[src/rtl/dsp_pkg.sv]
// Shared definitions for the micro-op dispatch arbiter.
// Class encodings are visible at the block ports and must stay fixed.
package dsp_pkg;

    localparam int NPORTS = 5;
    localparam int CLS_W  = 4;

    typedef enum logic [CLS_W-1:0] {
        UC_ALU    = 4'd0,
        UC_SHDIV  = 4'd1,
        UC_FADD   = 4'd2,
        UC_FMUL   = 4'd3,
        UC_FDIV   = 4'd4,
        UC_FSQRT  = 4'd5,
        UC_LOAD   = 4'd6,
        UC_STADDR = 4'd7,
        UC_STDATA = 4'd8
    } ucls_e;

    localparam int P_FULL = 0;
    localparam int P_SHR  = 1;
    localparam int P_MEM0 = 2;

endpackage

[src/rtl/dsp_oldest_pick.sv]
// Oldest-first selector.
// From a mask of eligible entries it returns the one with the smallest age.
// On equal ages the lower index wins.
// Assumes nothing about uniqueness of ages.
// With no eligible entry, found_o is low and idx_o is zero.
module dsp_oldest_pick #(
    parameter int ENTRIES = 8,
    parameter int AGE_W   = 4,
    localparam int IDX_W  = $clog2(ENTRIES)
) (
    input  logic [ENTRIES-1:0]       elig_i,
    input  logic [ENTRIES*AGE_W-1:0] age_i,
    output logic                     found_o,
    output logic [IDX_W-1:0]         idx_o
);

    logic [AGE_W-1:0] best_age;

    // Linear scan keeping the strictly older candidate.
    always_comb begin
        found_o  = 1'b0;
        idx_o    = '0;
        best_age = '0;
        for (int i = 0; i < ENTRIES; i++) begin
            if (elig_i[i] && (!found_o || age_i[i*AGE_W +: AGE_W] < best_age)) begin
                found_o  = 1'b1;
                idx_o    = IDX_W'(i);
                best_age = age_i[i*AGE_W +: AGE_W];
            end
        end
    end

endmodule

[src/rtl/dsp_elig_decode.sv]
// Per-entry eligibility decode.
// Turns valid, ready and class into one candidate mask per port.
// For port 1 it also folds in the occupancy verdicts from the shared-port tracker.
// Assumes run_i is low during reset, so that no candidate appears then.
module dsp_elig_decode
    import dsp_pkg::*;
#(
    parameter int ENTRIES = 8
) (
    input  logic                     run_i,
    input  logic [ENTRIES-1:0]       vld_i,
    input  logic [ENTRIES-1:0]       rdy_i,
    input  logic [ENTRIES*CLS_W-1:0] cls_i,
    input  logic                     ok_alu_i,
    input  logic                     ok_fadd_i,
    input  logic                     ok_fmul_i,
    input  logic                     div_free_i,
    output logic [ENTRIES-1:0]       m_full_o,
    output logic [ENTRIES-1:0]       m_shr_o,
    output logic [2:0][ENTRIES-1:0]  m_mem_o
);

    for (genvar e = 0; e < ENTRIES; e++) begin : g_ent
        logic [CLS_W-1:0] c;
        logic             live;
        logic             long_op;

        // Class slice and liveness of this entry.
        assign c       = cls_i[e*CLS_W +: CLS_W];
        assign live    = run_i & vld_i[e] & rdy_i[e];
        assign long_op = (c == UC_FDIV) || (c == UC_FSQRT);

        // Port 0 takes any integer class.
        assign m_full_o[e] = live & ((c == UC_ALU) || (c == UC_SHDIV));

        // Port 1 takes simple integer and FP work, subject to port occupancy.
        assign m_shr_o[e]  = live & (((c == UC_ALU)  && ok_alu_i)  ||
                                     ((c == UC_FADD) && ok_fadd_i) ||
                                     ((c == UC_FMUL) && ok_fmul_i) ||
                                     (long_op && div_free_i));

        // Memory ports, one class each.
        assign m_mem_o[0][e] = live & (c == UC_LOAD);
        assign m_mem_o[1][e] = live & (c == UC_STADDR);
        assign m_mem_o[2][e] = live & (c == UC_STDATA);
    end

endmodule

[src/rtl/dsp_shared_track.sv]
// Port-1 occupancy tracker.
// Holds a countdown for the running non-pipelined divide or square root.
// Also holds a vector of reserved write-back slots for pipelined port-1 results:
// bit j set means a result lands j cycles from now.
// It reports which latencies can still be issued this cycle without a clash.
// Assumes that all pipelined latencies are shorter than the shortest divide.
module dsp_shared_track
    import dsp_pkg::*;
#(
    parameter int LAT_ALU  = 1,
    parameter int LAT_FADD = 3,
    parameter int LAT_FMUL = 5,
    parameter int LAT_DSP  = 29,
    parameter int LAT_DXP  = 69
) (
    input  logic             clk,
    input  logic             rst_n,
    input  logic             go_i,
    input  logic [CLS_W-1:0] cls_i,
    input  logic             xprec_i,
    output logic             ok_alu_o,
    output logic             ok_fadd_o,
    output logic             ok_fmul_o,
    output logic             div_free_o
);

    localparam int MAX_AF = (LAT_ALU > LAT_FADD) ? LAT_ALU : LAT_FADD;
    localparam int MAXP   = (MAX_AF > LAT_FMUL) ? MAX_AF : LAT_FMUL;
    localparam int OCC_W  = MAXP - 1;
    localparam int REM_W  = $clog2(LAT_DXP + 1);

    logic [OCC_W:1] occ;
    logic [OCC_W:1] occ_n;
    logic [MAXP:1]  taken;
    logic [REM_W-1:0] div_rem;
    logic is_alu, is_fadd, is_fmul, is_long;

    // Class of the op issued on port 1 this cycle.
    assign is_alu  = (cls_i == UC_ALU);
    assign is_fadd = (cls_i == UC_FADD);
    assign is_fmul = (cls_i == UC_FMUL);
    assign is_long = (cls_i == UC_FDIV) || (cls_i == UC_FSQRT);

    // Slot l is taken by a pipelined reservation or by the divide finishing.
    for (genvar l = 1; l <= MAXP; l++) begin : g_taken
        if (l <= OCC_W) begin : g_res
            assign taken[l] = occ[l] | (div_rem == REM_W'(l));
        end else begin : g_top
            assign taken[l] = (div_rem == REM_W'(l));
        end
    end

    // Verdicts per latency class.
    assign ok_alu_o   = !taken[LAT_ALU];
    assign ok_fadd_o  = !taken[LAT_FADD];
    assign ok_fmul_o  = !taken[LAT_FMUL];
    assign div_free_o = (div_rem == '0);

    // Next reservation vector: shift by one and add the new issue.
    for (genvar j = 1; j <= OCC_W; j++) begin : g_occ
        logic setb;
        assign setb = go_i & ((is_alu  && (LAT_ALU  == j + 1)) ||
                              (is_fadd && (LAT_FADD == j + 1)) ||
                              (is_fmul && (LAT_FMUL == j + 1)));
        if (j < OCC_W) begin : g_mid
            assign occ_n[j] = occ[j+1] | setb;
        end else begin : g_end
            assign occ_n[j] = setb;
        end
    end

    // Reservation vector register.
    always_ff @(posedge clk) begin
        if (!rst_n) occ <= '0;
        else        occ <= occ_n;
    end

    // Countdown of the running divide or square root.
    always_ff @(posedge clk) begin
        if (!rst_n)                div_rem <= '0;
        else if (go_i && is_long)  div_rem <= xprec_i ? REM_W'(LAT_DXP - 1) : REM_W'(LAT_DSP - 1);
        else if (div_rem != '0)    div_rem <= div_rem - REM_W'(1);
    end

    // a long op is only started on an idle engine.
    p_long_idle_r6: assert property (@(posedge clk) disable iff (!rst_n)
        (go_i && is_long) |-> (div_rem == '0));

    // a running countdown steps down by exactly one.
    p_rem_step_r6: assert property (@(posedge clk) disable iff (!rst_n)
        (div_rem != '0) |=> (div_rem == $past(div_rem) - REM_W'(1)));

    // an issued pipelined op never lands on a taken slot.
    p_slot_free_r8: assert property (@(posedge clk) disable iff (!rst_n)
        go_i |-> !((is_alu && taken[LAT_ALU]) || (is_fadd && taken[LAT_FADD]) ||
                   (is_fmul && taken[LAT_FMUL])));

endmodule

[src/rtl/dsp_dispatch_arbiter.sv]
// Dispatch arbiter for five issue ports.
// Port 0 is the full integer unit.
// Port 1 is shared by the simple integer unit and the FP unit, with its divider.
// Ports 2 to 4 are load, store-address and store-data.
// Port 0 is resolved before port 1 so that an integer entry is never taken twice.
// Grants are combinational; the pool owner drops gnt_clr_o entries at the next edge.
// Assumes entry state is stable between clock edges.
module dsp_dispatch_arbiter
    import dsp_pkg::*;
#(
    parameter int ENTRIES  = 8,
    parameter int AGE_W    = 4,
    parameter int LAT_ALU  = 1,
    parameter int LAT_FADD = 3,
    parameter int LAT_FMUL = 5,
    parameter int LAT_DSP  = 29,
    parameter int LAT_DXP  = 69,
    localparam int IDX_W   = $clog2(ENTRIES)
) (
    input  logic                     clk,
    input  logic                     rst_n,
    input  logic [ENTRIES-1:0]       ent_vld_i,
    input  logic [ENTRIES-1:0]       ent_rdy_i,
    input  logic [ENTRIES*CLS_W-1:0] ent_cls_i,
    input  logic [ENTRIES-1:0]       ent_xprec_i,
    input  logic [ENTRIES*AGE_W-1:0] ent_age_i,
    output logic [NPORTS-1:0]        gnt_vld_o,
    output logic [NPORTS*IDX_W-1:0]  gnt_idx_o,
    output logic [ENTRIES-1:0]       gnt_clr_o
);

    logic [ENTRIES-1:0]      m_full, m_shr, m_shr_left, sel0;
    logic [2:0][ENTRIES-1:0] m_mem;
    logic [NPORTS-1:0]       p_found;
    logic [IDX_W-1:0]        p_idx [NPORTS];
    logic [CLS_W-1:0]        sh_cls;
    logic                    sh_xprec;
    logic ok_alu, ok_fadd, ok_fmul, div_free;

    dsp_elig_decode #(.ENTRIES(ENTRIES)) u_dec (
        .run_i      (rst_n),
        .vld_i      (ent_vld_i),
        .rdy_i      (ent_rdy_i),
        .cls_i      (ent_cls_i),
        .ok_alu_i   (ok_alu),
        .ok_fadd_i  (ok_fadd),
        .ok_fmul_i  (ok_fmul),
        .div_free_i (div_free),
        .m_full_o   (m_full),
        .m_shr_o    (m_shr),
        .m_mem_o    (m_mem)
    );

    dsp_oldest_pick #(.ENTRIES(ENTRIES), .AGE_W(AGE_W)) u_pick_full (
        .elig_i  (m_full),
        .age_i   (ent_age_i),
        .found_o (p_found[P_FULL]),
        .idx_o   (p_idx[P_FULL])
    );

    // Remove port 0's choice from port 1's candidates.
    always_comb begin
        sel0 = '0;
        if (p_found[P_FULL]) sel0[p_idx[P_FULL]] = 1'b1;
        m_shr_left = m_shr & ~sel0;
    end

    dsp_oldest_pick #(.ENTRIES(ENTRIES), .AGE_W(AGE_W)) u_pick_shr (
        .elig_i  (m_shr_left),
        .age_i   (ent_age_i),
        .found_o (p_found[P_SHR]),
        .idx_o   (p_idx[P_SHR])
    );

    for (genvar k = 0; k < 3; k++) begin : g_mem
        dsp_oldest_pick #(.ENTRIES(ENTRIES), .AGE_W(AGE_W)) u_pick_mem (
            .elig_i  (m_mem[k]),
            .age_i   (ent_age_i),
            .found_o (p_found[P_MEM0+k]),
            .idx_o   (p_idx[P_MEM0+k])
        );
    end

    // Class and precision of the entry granted on port 1.
    always_comb begin
        sh_cls   = '0;
        sh_xprec = 1'b0;
        for (int e = 0; e < ENTRIES; e++) begin
            if (p_idx[P_SHR] == IDX_W'(e)) begin
                sh_cls   = ent_cls_i[e*CLS_W +: CLS_W];
                sh_xprec = ent_xprec_i[e];
            end
        end
    end

    dsp_shared_track #(
        .LAT_ALU (LAT_ALU), .LAT_FADD(LAT_FADD), .LAT_FMUL(LAT_FMUL),
        .LAT_DSP (LAT_DSP), .LAT_DXP (LAT_DXP)
    ) u_track (
        .clk        (clk),
        .rst_n      (rst_n),
        .go_i       (p_found[P_SHR]),
        .cls_i      (sh_cls),
        .xprec_i    (sh_xprec),
        .ok_alu_o   (ok_alu),
        .ok_fadd_o  (ok_fadd),
        .ok_fmul_o  (ok_fmul),
        .div_free_o (div_free)
    );

    // Pack per-port results onto the output buses.
    assign gnt_vld_o = p_found;
    for (genvar p = 0; p < NPORTS; p++) begin : g_out
        assign gnt_idx_o[p*IDX_W +: IDX_W] = p_idx[p];
    end

    // Dispatch mask back to the pool.
    always_comb begin
        gnt_clr_o = '0;
        for (int p = 0; p < NPORTS; p++)
            if (p_found[p]) gnt_clr_o[p_idx[p]] = 1'b1;
    end

    // each granted port removes a distinct entry.
    p_distinct_clr_r5: assert property (@(posedge clk) disable iff (!rst_n)
        $countones(gnt_clr_o) == $countones(gnt_vld_o));

    // the shared port never carries shift/divide integer or memory work.
    p_shared_class_r1: assert property (@(posedge clk) disable iff (!rst_n)
        gnt_vld_o[P_SHR] |-> (sh_cls != UC_SHDIV && sh_cls < UC_LOAD));

    // port 0 only dispatches live entries.
    p_live_full_r2: assert property (@(posedge clk) disable iff (!rst_n)
        gnt_vld_o[P_FULL] |-> (ent_vld_i[p_idx[P_FULL]] && ent_rdy_i[p_idx[P_FULL]]));

    // an idle port shows index zero.
    for (genvar p = 0; p < NPORTS; p++) begin : g_chk
        p_idle_idx_r10: assert property (@(posedge clk) disable iff (!rst_n)
            !gnt_vld_o[p] |-> (gnt_idx_o[p*IDX_W +: IDX_W] == '0));
    end

    // nothing is dispatched while reset is held.
    always_ff @(posedge clk) begin
        if (!rst_n) p_reset_quiet_r9: assert (gnt_vld_o == '0);
    end

endmodule

[config.mk]
export PLATFORM = sky130hd
export DESIGN_NAME = dsp_dispatch_arbiter
export DESIGN_NICKNAME = d
export VERILOG_FILES = /design/src/rtl/dsp_pkg.sv /design/src/rtl/dsp_oldest_pick.sv /design/src/rtl/dsp_elig_decode.sv /design/src/rtl/dsp_shared_track.sv /design/src/rtl/dsp_dispatch_arbiter.sv
export SDC_FILE = /design/constraint.sdc
export NUM_CORES = 1
export LEC_CHECK = 0
export ABC_CLOCK_PERIOD_IN_PS = 88400
export CAP_MARGIN = 25
export CORE_MARGIN = 2
export CORE_UTILIZATION = 62
export CTS_CLUSTER_DIAMETER = 40
export DETAILED_ROUTE_END_ITERATION = 6
export GPL_TIMING_DRIVEN = 0
export PLACE_DENSITY_LB_ADDON = 0.15
export SLEW_MARGIN = 25
export SYNTH_ARGS = -nofsm -noshare
export SYNTH_HDL_FRONTEND = slang
export SYNTH_SLANG_ARGS = --single-unit
[constraint.sdc]
create_clock -name clk -period 88.4 [get_ports clk]
set_input_delay 17.68 -clock clk [delete_from_list [all_inputs] [get_ports clk]]
set_output_delay 17.68 -clock clk [all_outputs]
set_load 0.02 [all_outputs]
After elaboration in Yosys (flattened, before gate mapping)

Index checks and enable logic that the tools add are counted.

Register bits after elaboration: 11

Add/sub/neg operators: 1
Magnitude comparators: 45
Equality and inequality tests: 78
Muxes and demuxes: 144
Bitwise gates (word level): 67
Reductions and logical operators: 199

Operators by type and width:

| kind                 | count |
|---|---|
| $mux W4              | 43 |
| $lt A4 B4 Y1         | 35 |
| $eq A4 B3 Y1 const B | 34 |
| $logic_or A1 B1 Y1   | 76 |
| $logic_and A1 B1 Y1  | 73 |
| $eq A4 B2 Y1 const B | 18 |
| $mux W3              | 20 |
| $and A1 B1 Y1        | 58 |
| $mux W1              | 58 |
| $mux W8              | 5 |
| $logic_not A1 Y1     | 38 |
| $eq A4 B1 Y1 const B | 8 |
| $eq A4 B4 Y1 const B | 8 |
| $logic_not A4 Y1     | 8 |
| $or A8 B8 Y8         | 4 |
| $mux W7              | 3 |
| $lt A3 B4 Y1 const B | 5 |
| $mux W2              | 10 |
| $demux W1 S3         | 5 |
| $ge A3 B1 Y1 const B | 5 |
| $eq A3 B3 Y1 const B | 4 |
| $and A8 B8 Y8        | 1 |
| $not A8 Y8           | 1 |
| $eq A7 B1 Y1 const B | 1 |
| other kinds (10)     | 13 |

Logic depth before layout (Yosys ltp)

Gate-level depths: netlist of run 1.

Word-level depth: 81
Mapped depth: 132
Depth with buffers taken out: 122

By module

A second synthesis of run 1 with hierarchy kept.

Cells, all modules: 1,237
Area, all modules: 9,151.3 µm²

Modules (own cells, without submodules):

| module                                     | instances | cells an instance | area each (µm²) | seq. area each (µm²) |
|---|---|---|---|---|
| dsp_oldest_pick at g_mem[0].u_pick_mem ... | 2         | 193               | 1,452.6         | 0.0 |
| dsp_oldest_pick at g_mem[2].u_pick_mem ... | 2         | 193               | 1,376.3         | 0.0 |
| dsp_oldest_pick at u_pick_shr              | 1         | 193               | 1,387.6         | 0.0 |
| dsp_dispatch_arbiter                       | 1         | 103               | 793.3           | 0.0 |
| dsp_elig_decode                            | 1         | 111               | 738.2           | 0.0 |
| dsp_shared_track                           | 1         | 58                | 574.3           | 220.2 |

Worst setup path after synthesis of run 1

Ideal clock, no wire load.

Kind: in2out
Start: in rst_n
End: out gnt_clr_o[4]
Data arrival time: 40.381 ns
Data required time: 70.720 ns
Slack: 30.339 ns
Stages on the path: 127
Path buffers: 10
Path through: buf_2 nand4b_1 nor2_1 nand2_1 ha_1 a2111oi_4 or3_1 and2_1 clkbuf_1 nand2_1 o21ai_0 inv_1 ha_1 nand3_1 a211o_1 o31ai_4 mux2i_1 ha_1 (+91 left out) a21oi_1 inv_1 o41ai_1 o211a_1 nand2_1 o211ai_1 clkbuf_1 a21oi_1 ha_1 o21a_1 o21ai_0 nor2_1 o211ai_1 o2111ai_1 nor2_1 or4_1 and3_1 o21ai_1

Cells in the longest elaborated chain, start to end: 80
Elaborated cells between the ends (all ways): 342

Ends and longest elaborated chain:

| item                                             | line                        | RTL |
|---|---|---|
| start: declaration                               | dsp_dispatch_arbiter.sv:21  | `input logic rst_n,` |
| $and A1 B1 Y1 (2 in a row)                       | dsp_elig_decode.sv:30       | `assign live = run_i & vld_i[e] & rdy_i[e];` |
| $and A1 B1 Y1                                    | dsp_elig_decode.sv:34       | `assign m_full_o[e] = live & ((c == UC_ALU) \|\| (c == UC_SHDIV));` |
| $mux W4 or $mux W1 (tied branches)               | dsp_oldest_pick.sv:25       | `if (elig_i[i] && (!found_o \|\| age_i[i*AGE_W +: AGE_W] < best_age)) begin` |
| $lt A4 B4 Y1 or $logic_not A1 Y1 (tied branches) | dsp_oldest_pick.sv:25       |  |
| $logic_or A1 B1 Y1                               | dsp_oldest_pick.sv:25       |  |
| $logic_and A1 B1 Y1                              | dsp_oldest_pick.sv:25       |  |
| $mux W4 or $mux W1 (tied branches)               | dsp_oldest_pick.sv:25       |  |
| $lt A4 B4 Y1 or $logic_not A1 Y1 (tied branches) | dsp_oldest_pick.sv:25       |  |
| (+63 left out)                                   | --                          |  |
| $or A8 B8 Y8 (no source line)                    | --                          |  |
| $mux W8                                          | dsp_dispatch_arbiter.sv:121 | `if (p_found[p]) gnt_clr_o[p_idx[p]] = 1'b1;` |
| $or A8 B8 Y8 (no source line)                    | --                          |  |
| $mux W8                                          | dsp_dispatch_arbiter.sv:121 |  |
| $or A8 B8 Y8 (no source line)                    | --                          |  |
| $mux W8                                          | dsp_dispatch_arbiter.sv:121 |  |
| $or A8 B8 Y8 (no source line)                    | --                          |  |
| $mux W8 (*)                                      | dsp_dispatch_arbiter.sv:121 |  |
| end: declaration                                 | dsp_dispatch_arbiter.sv:29  | `output logic [ENTRIES-1:0] gnt_clr_o` |

Mark *: on every way between the ends. The rest lies on a longest branch, timed or not.

Final worst setup path of run 1

Start: in rst_n
End: out gnt_clr_o[3]

Same word-level chain as after synthesis.

==> flow_summary.toml, run 1 <==
[timing]
period_share_pct = 74.4
final_hold_viol_count = 0
tightest_slew_ns = 1.04
clock_skew_ns = 0.00309
slew_headroom_pct = 30.2
fin_tns_setup_ns = 0
drv_slew = 0
finalSetupViolCount = 0
fmax_ghz = 0.0152
min_period_ns = 65.73
rsz0062_at_grt = "false"

[clocking]
htreeDepth = 1
cts_made_buffers = 3
cts_root_buffer = "clkbuf_16"
clk_pin_slew_worst_paths_ns = 0.04
post_cts_buffers = 0
ctsHoldBuffers = 0
post_cts_resized = 0
clock_latency_ns = 0.24
clock_sinks = 11
cts_tree = "built"
cts_buffer_depth = 2

[pwr]
p_sw_share_pct = 49.3
power.density_nw_per_um2 = 6.39
ir_drop_uv = 7.02
comb_power_share_pct = 73.9
p_seq_share_pct = 12.5
power.leakage_nw = 3.92
p_int_w = 0.0000308
power_w = 0.0000607
power.clock.fraction_pct = 13.5
p_switching_w = 0.0000300

[final_layout]
final_nets = 1509
fillCellCount = 1092
postLayoutCoreUtil_pct = 75.0
fin_cells = 1482
diodes = 0
final_cell_mix = "135 x nor2_1, 113 x clkdlybuf4s50_1, 111 x nand2_1"
layout_commonest_cell = "nor2_1"
drive_above_1_share_pct = 6.26
syn_to_final_growth_pct = 17.7

[logic_synthesis]
yosysSeqAreaShare_pct = 2.73
synth_seq_cells = 11
syn-num-nets = 1390
syn_area_per_cell_um2 = 6.77
synthAdderAreaFrac_pct = 16.7
yosysWarnings = 0
syn_area_um2 = 8070
synthCells = 1192
synth_mux_area_share_pct = 8.65
synth_top_family_by_area = "compound AO/OA/AOI/OAI gates"
synthSimpleGateAreaFrac_pct = 30.4
synth_async_sr_flop_share_pct = 0
synth_xor_area_share_pct = 0.325
synth.distinct_cells = 95
synth_compound_area_share_pct = 34.3
ys.flop_type = "dfxtp_1"
synth_edf_count = 0

[global_routing]
grt_pass1_wl_mm = 47.9
antenna_found_initial = 1
grt.total_usage_pct = 41.8
grt_remaining_overflow = 0
grt_start_max_net_pins = 11
grt_pass1_vias = 9590

[die]
chipHeight_um = 118
core_area_um2 = 12700
fp.dieW_um = 118
dieArea_um2 = 14000
fp-row-count = 41
ioPinCount = 118
initial_core_util_pct = 63.7

[setup_path]
cp_max_fo = 10
crit_path_end_kind = "output port"
worst_setup_path_start_kind = "input port"
worstPathArrival_ns = 48.05
critPathKind = "input port to output port"
regToRegStartpoint = "u_track.div_rem[4]$_SDFFE_PN0P_"
max_stage_delay_ns = 0.71
critPathMostFrequentCell = "ha_1"
startpoint = "rst_n"
crit_slowest_cell = "nor3_1"
cp_data_required_time_ns = 70.72

[placed_design]
port_buffers = 113
dp.final_hpwl_mm = 25.0
gp_congestion = 1.02
numPlacedInstances = 1477

[route]
wl_met2_mm = 13.4
drtAntennaViolNets = 0
wl_met3_mm = 3.43
drt_iter0_markers = 1228
vias = 10100
wl_mm = 30.3
drcViolationCount = 0
post_drt_via_cell_ratio = 6.85
drt-met1-wl_mm = 12.2
drt_first_pass_iters = 6
wl_per_cell_um = 20.5
top_layer = "met5"

[run_status]
status = "finished, final reports clean"

[worst_hold_path]
holdCritPathClass = "flip-flop to flip-flop"
hp-start = "u_track.occ[4]$_SDFF_PN0_"

[run]
drv_cap = 0
-- per-layer routing --
layer / track usage, % / up-vias
li1: - / 4742
met1: 54.1 / 4666
met2: 68.6 / 623
met3: 7.85 / 115
met4: 15.3 / 2
met5: 0 / -
-- per-stage QoR --
| step | instance area [µm²] | hold WS (ns) | setup slack (ns) |
|---|---|---|---|
| after global routing | 9500 | 0.451 | 21.11 |
| after floorplan | 8070 | 0.412 | 30.34 |
| after detailed placement | 9420 | 0.423 | 23.96 |
| final | 9500 | 0.430 | 22.67 |
| after global placement | 9420 | 0.414 | 24.35 |
| after CTS | 9500 | 0.435 | 23.84 |
-- synth_stat cells, types with 12 or more instances --
cell,instances,share of area (%)
inv_1,88,4.1
nor4_1,12,0.93
nor3_1,28,1.7
nor2_1,135,6.3
nor2b_1,15,1.2
nand2_1,111,5.2
and3_1,20,1.5
mux2_2,22,3.1
clkbuf_1,20,0.93
a31oi_1,22,1.7
mux2i_1,45,5.6
nand2b_1,25,1.9
o21ai_0,82,5.1
o21a_1,23,2.1
a21o_1,21,2.0
and2_1,20,1.5
nand3_1,46,2.9
ha_1,108,17
a21oi_1,83,5.1
-- logic make-up (layout without fill, tap and decap cells) --
logic type,count (synthesis),in the layout
and+or+nand+nor,487,487
DFF,11,11
buffers and inverters,126,244
xor gates and xnor gates,3,3
adders and majority gates,108,108
muxes,67,67
AOI/OAI and AO/OA,390,390
-- sequential cells by signal (all words and copies together) (netlist names) --
signal           flops
u_track.occ          4
u_track.div_rem      7
-- layout make-up --
type / count / area (µm²) / area share, %
plain buffers: 38 / 224 / 2.36
clock buffers: 4 / 78.8 / 0.829
inverters: 88 / 330 / 3.48
multi-input cells: 1055 / 7300 / 76.8
flip-flops and latches: 11 / 220 / 2.32
well taps: 172 / 215 / 2.26
repair buffers: 114 / 1140 / 12.0
-- power by group through the flow --
stage / Combinational [W] / Clock (W) / Sequential [W]
after floorplan: 0.0000271 / 0 / 0.00000736
after global placement: 0.0000416 / 0 / 0.00000759
after detailed placement: 0.0000431 / 0 / 0.00000765
after CTS: 0.0000437 / 0.00000813 / 0.00000759
after global routing: 0.0000486 / 0.00000844 / 0.00000775
final: 0.0000449 / 0.00000822 / 0.00000762
-- path summary, 6_finish.rpt --
| path | end | slack, ns | cells past startpoint |
|---|---|---|---|
| setup / recovery | gnt_clr_o[3] | 22.67 | 130 |
| hold / removal | u_track.occ[3]$_SDFF_PN0_ | 0.43 | 1 |
| setup reg to reg | u_track.occ[2]$_SDFF_PN0_ | 70.30 | 76 |
| hold reg to reg | u_track.occ[3]$_SDFF_PN0_ | 0.43 | 1 |
-- critical path: cells and delay by family --
family / cells / cell delay, ns
AOI/OAI and AO/OA: 56 / 13.70
and+or+nand+nor: 35 / 6.40
buffers and inverters: 19 / 4.33
adders and majority gates: 14 / 3.96
muxes: 6 / 1.91
Power figures use the tool's default switching activity.
==> inputs of run 2 (changes only) <==
Settings changed: ABC_CLOCK_PERIOD_IN_PS 88400 to 52700, CORE_UTILIZATION 62 to 52.
Clock period 88.4 ns to 52.7 ns, I/O delays scaled along.
==> run 2 against run 1 <==
  * Final cell count increased by 1.0%
  * Worst setup slack got worse by 21 ns
  * Non-clock buffer count decreased by 1
  * Sequential share of layout area about the same
  * Register-to-register slack got worse by 35 ns
  * Via count decreased by 2.6%
  * Design area increased by 0.21%
  * Wire length decreased by 0.49%
  * Critical path depth unchanged
  * Largest power group unchanged
  * Highest routed layer is now met4
==> flow_summary.toml, run 2 (synthesis results as in run 1) <==
[run_status]
status = "finished, final reports clean"

[setup_path]
worst_setup_path_start_kind = "input port"
critPathKind = "input port to output port"
critPathBufInv = 19
cp_top_family = "compound AO/OA/AOI/OAI gates"
worstPathArrival_ns = 40.23
cp_data_required_time_ns = 42.16
max_stage_delay_ns = 0.66
cp_max_fo = 10
crit_path_end_kind = "output port"
crit_slowest_cell = "clkdlybuf4s50_1"
critPathMostFrequentCell = "ha_1"

[global_routing]
grt.total_usage_pct = 35.0
grt_start_max_net_pins = 11
antenna_found_initial = 2
grt_pass1_vias = 9247
grt_pass1_wl_mm = 46.6
grt_remaining_overflow = 0

[pwr]
p_sw_share_pct = 48.6
ir_drop_uv = 16.3
comb_power_share_pct = 73.2
p_int_w = 0.0000516
p_switching_w = 0.0000488
p_seq_share_pct = 12.7
power.clock.fraction_pct = 14.1
power.density_nw_per_um2 = 10.5
power.leakage_nw = 3.91

[clocking]
ctsHoldBuffers = 0
cts_buffer_depth = 2
cts_tree = "built"
clock_sinks = 11
htreeDepth = 1
clock_latency_ns = 0.24
cts_root_buffer = "clkbuf_16"
clk_pin_slew_worst_paths_ns = 0.04
cts_made_buffers = 3

[timing]
min_period_ns = 50.77
setup_slack_ns = 1.93
rsz0062_at_grt = "false"
fmax_ghz = 0.0197
tightest_slew_ns = 1.03
clock_skew_ns = 0.00110
period_share_pct = 96.3
slew_headroom_pct = 31.1
final_hold_viol_count = 0
finalSetupViolCount = 0
drv_slew = 0
fin_tns_setup_ns = 0

[route]
drcViolationCount = 0
drt_iter0_markers = 932
drtAntennaViolNets = 0
vias = 9885
post_drt_via_cell_ratio = 6.60
drt_first_pass_iters = 5
wl_mm = 30.2
wl_per_cell_um = 20.1

[die]
fp-row-count = 45
dieArea_um2 = 16500
core_area_um2 = 15200
initial_core_util_pct = 53.1
ioPinCount = 118
chipHeight_um = 129
fp.dieW_um = 129

[final_layout]
final_nets = 1508
largest_register_ffs = 7
diodes = 0
drive_above_1_share_pct = 6.26
reg_top3 = "u_track.div_rem (7), u_track.occ (4)"
syn_to_final_growth_pct = 18.0
regMostFlops = "u_track.div_rem"
layout_commonest_cell = "nor2_1"
final_cell_mix = "135 x nor2_1, 113 x clkdlybuf4s50_1, 111 x nand2_1"

[run]
drv_cap = 0

[placed_design]
port_buffers = 113
gp_congestion = 0.991
place_ws_ns = 2.79
dp.final_hpwl_mm = 25.0

[worst_hold_path]
holdCritPathClass = "flip-flop to flip-flop"
## run 2: cell types whose count changed in the layout (fill, tap and decap cells not counted), sizes merged
| cell | before | now |
|---|---|---|
| clkbuf | 25 | 24 |
## run 2: through the flow
stage / area (µm²) / util (%) / cells / power [W] / hold slack (ns)
6_report: 9520 / 62.7 / 1497 / 0.000100 / 0.431
5_1_grt: 9520 / 62.7 / 1497 / 0.000108 / 0.440
2_1_floorplan: 8070 / - / 1192 / 0.0000578 / 0.412
3_5_place_dp: 9440 / 62.1 / 1493 / 0.0000843 / 0.423
3_3_place_gp: 9440 / 62.1 / 1493 / 0.0000834 / 0.413
4_1_cts: 9520 / 62.6 / 1497 / 0.0000990 / 0.431
## run 2: final timing paths
| kind | from | cells after the start | slack (ns) | to |
|---|---|---|---|---|
| worst max-delay path | rst_n | 130 | 1.93 | gnt_clr_o[3] |
| worst min-delay path | u_track.occ[2]$_SDFF_PN0_ | 1 | 0.43 | u_track.occ[1]$_SDFF_PN0_ |
| worst max register to register | u_track.div_rem[4]$_SDFFE_PN0P_ | 76 | 35.30 | u_track.occ[2]$_SDFF_PN0_ |
| worst min register to register | u_track.occ[2]$_SDFF_PN0_ | 1 | 0.43 | u_track.occ[1]$_SDFF_PN0_ |
## run 2: power groups by stage
stage	registers, W	logic, W	clock network [W]
after CTS	0.0000127	0.0000721	0.0000143
after detailed placement	0.0000128	0.0000715	0
after floorplan	0.0000124	0.0000454	0
final	0.0000127	0.0000734	0.0000142
after global routing	0.0000131	0.0000807	0.0000144
after global placement	0.0000128	0.0000706	0
## run 2: routing by layer
layer	track usage, %	wire, µm	up-vias	part of all wire (%)
li1	-	-	4734	-
met1	45.0	12600	4595	42
met2	60.5	13900	482	46
met3	5.99	2860	74	9.5
met4	9.97	848	0	2.8
met5	0	0	-	0
## run 2: layout make-up
cell class / count / area (µm²)
Sequential cell: 11 / 220
Tap cell: 188 / 235
Timing Repair Buffer: 113 / 1130
Multi-Input combinational cell: 1055 / 7300
Inverter: 88 / 330
Buffer: 38 / 224
Clock buffer: 4 / 78.8
Fill cell: 1500 / 5680
## run 2: what timing repair did
action	CTS	global route
resized for setup	0	1
setup endpoints to repair	0	2
buffers inserted	0	0
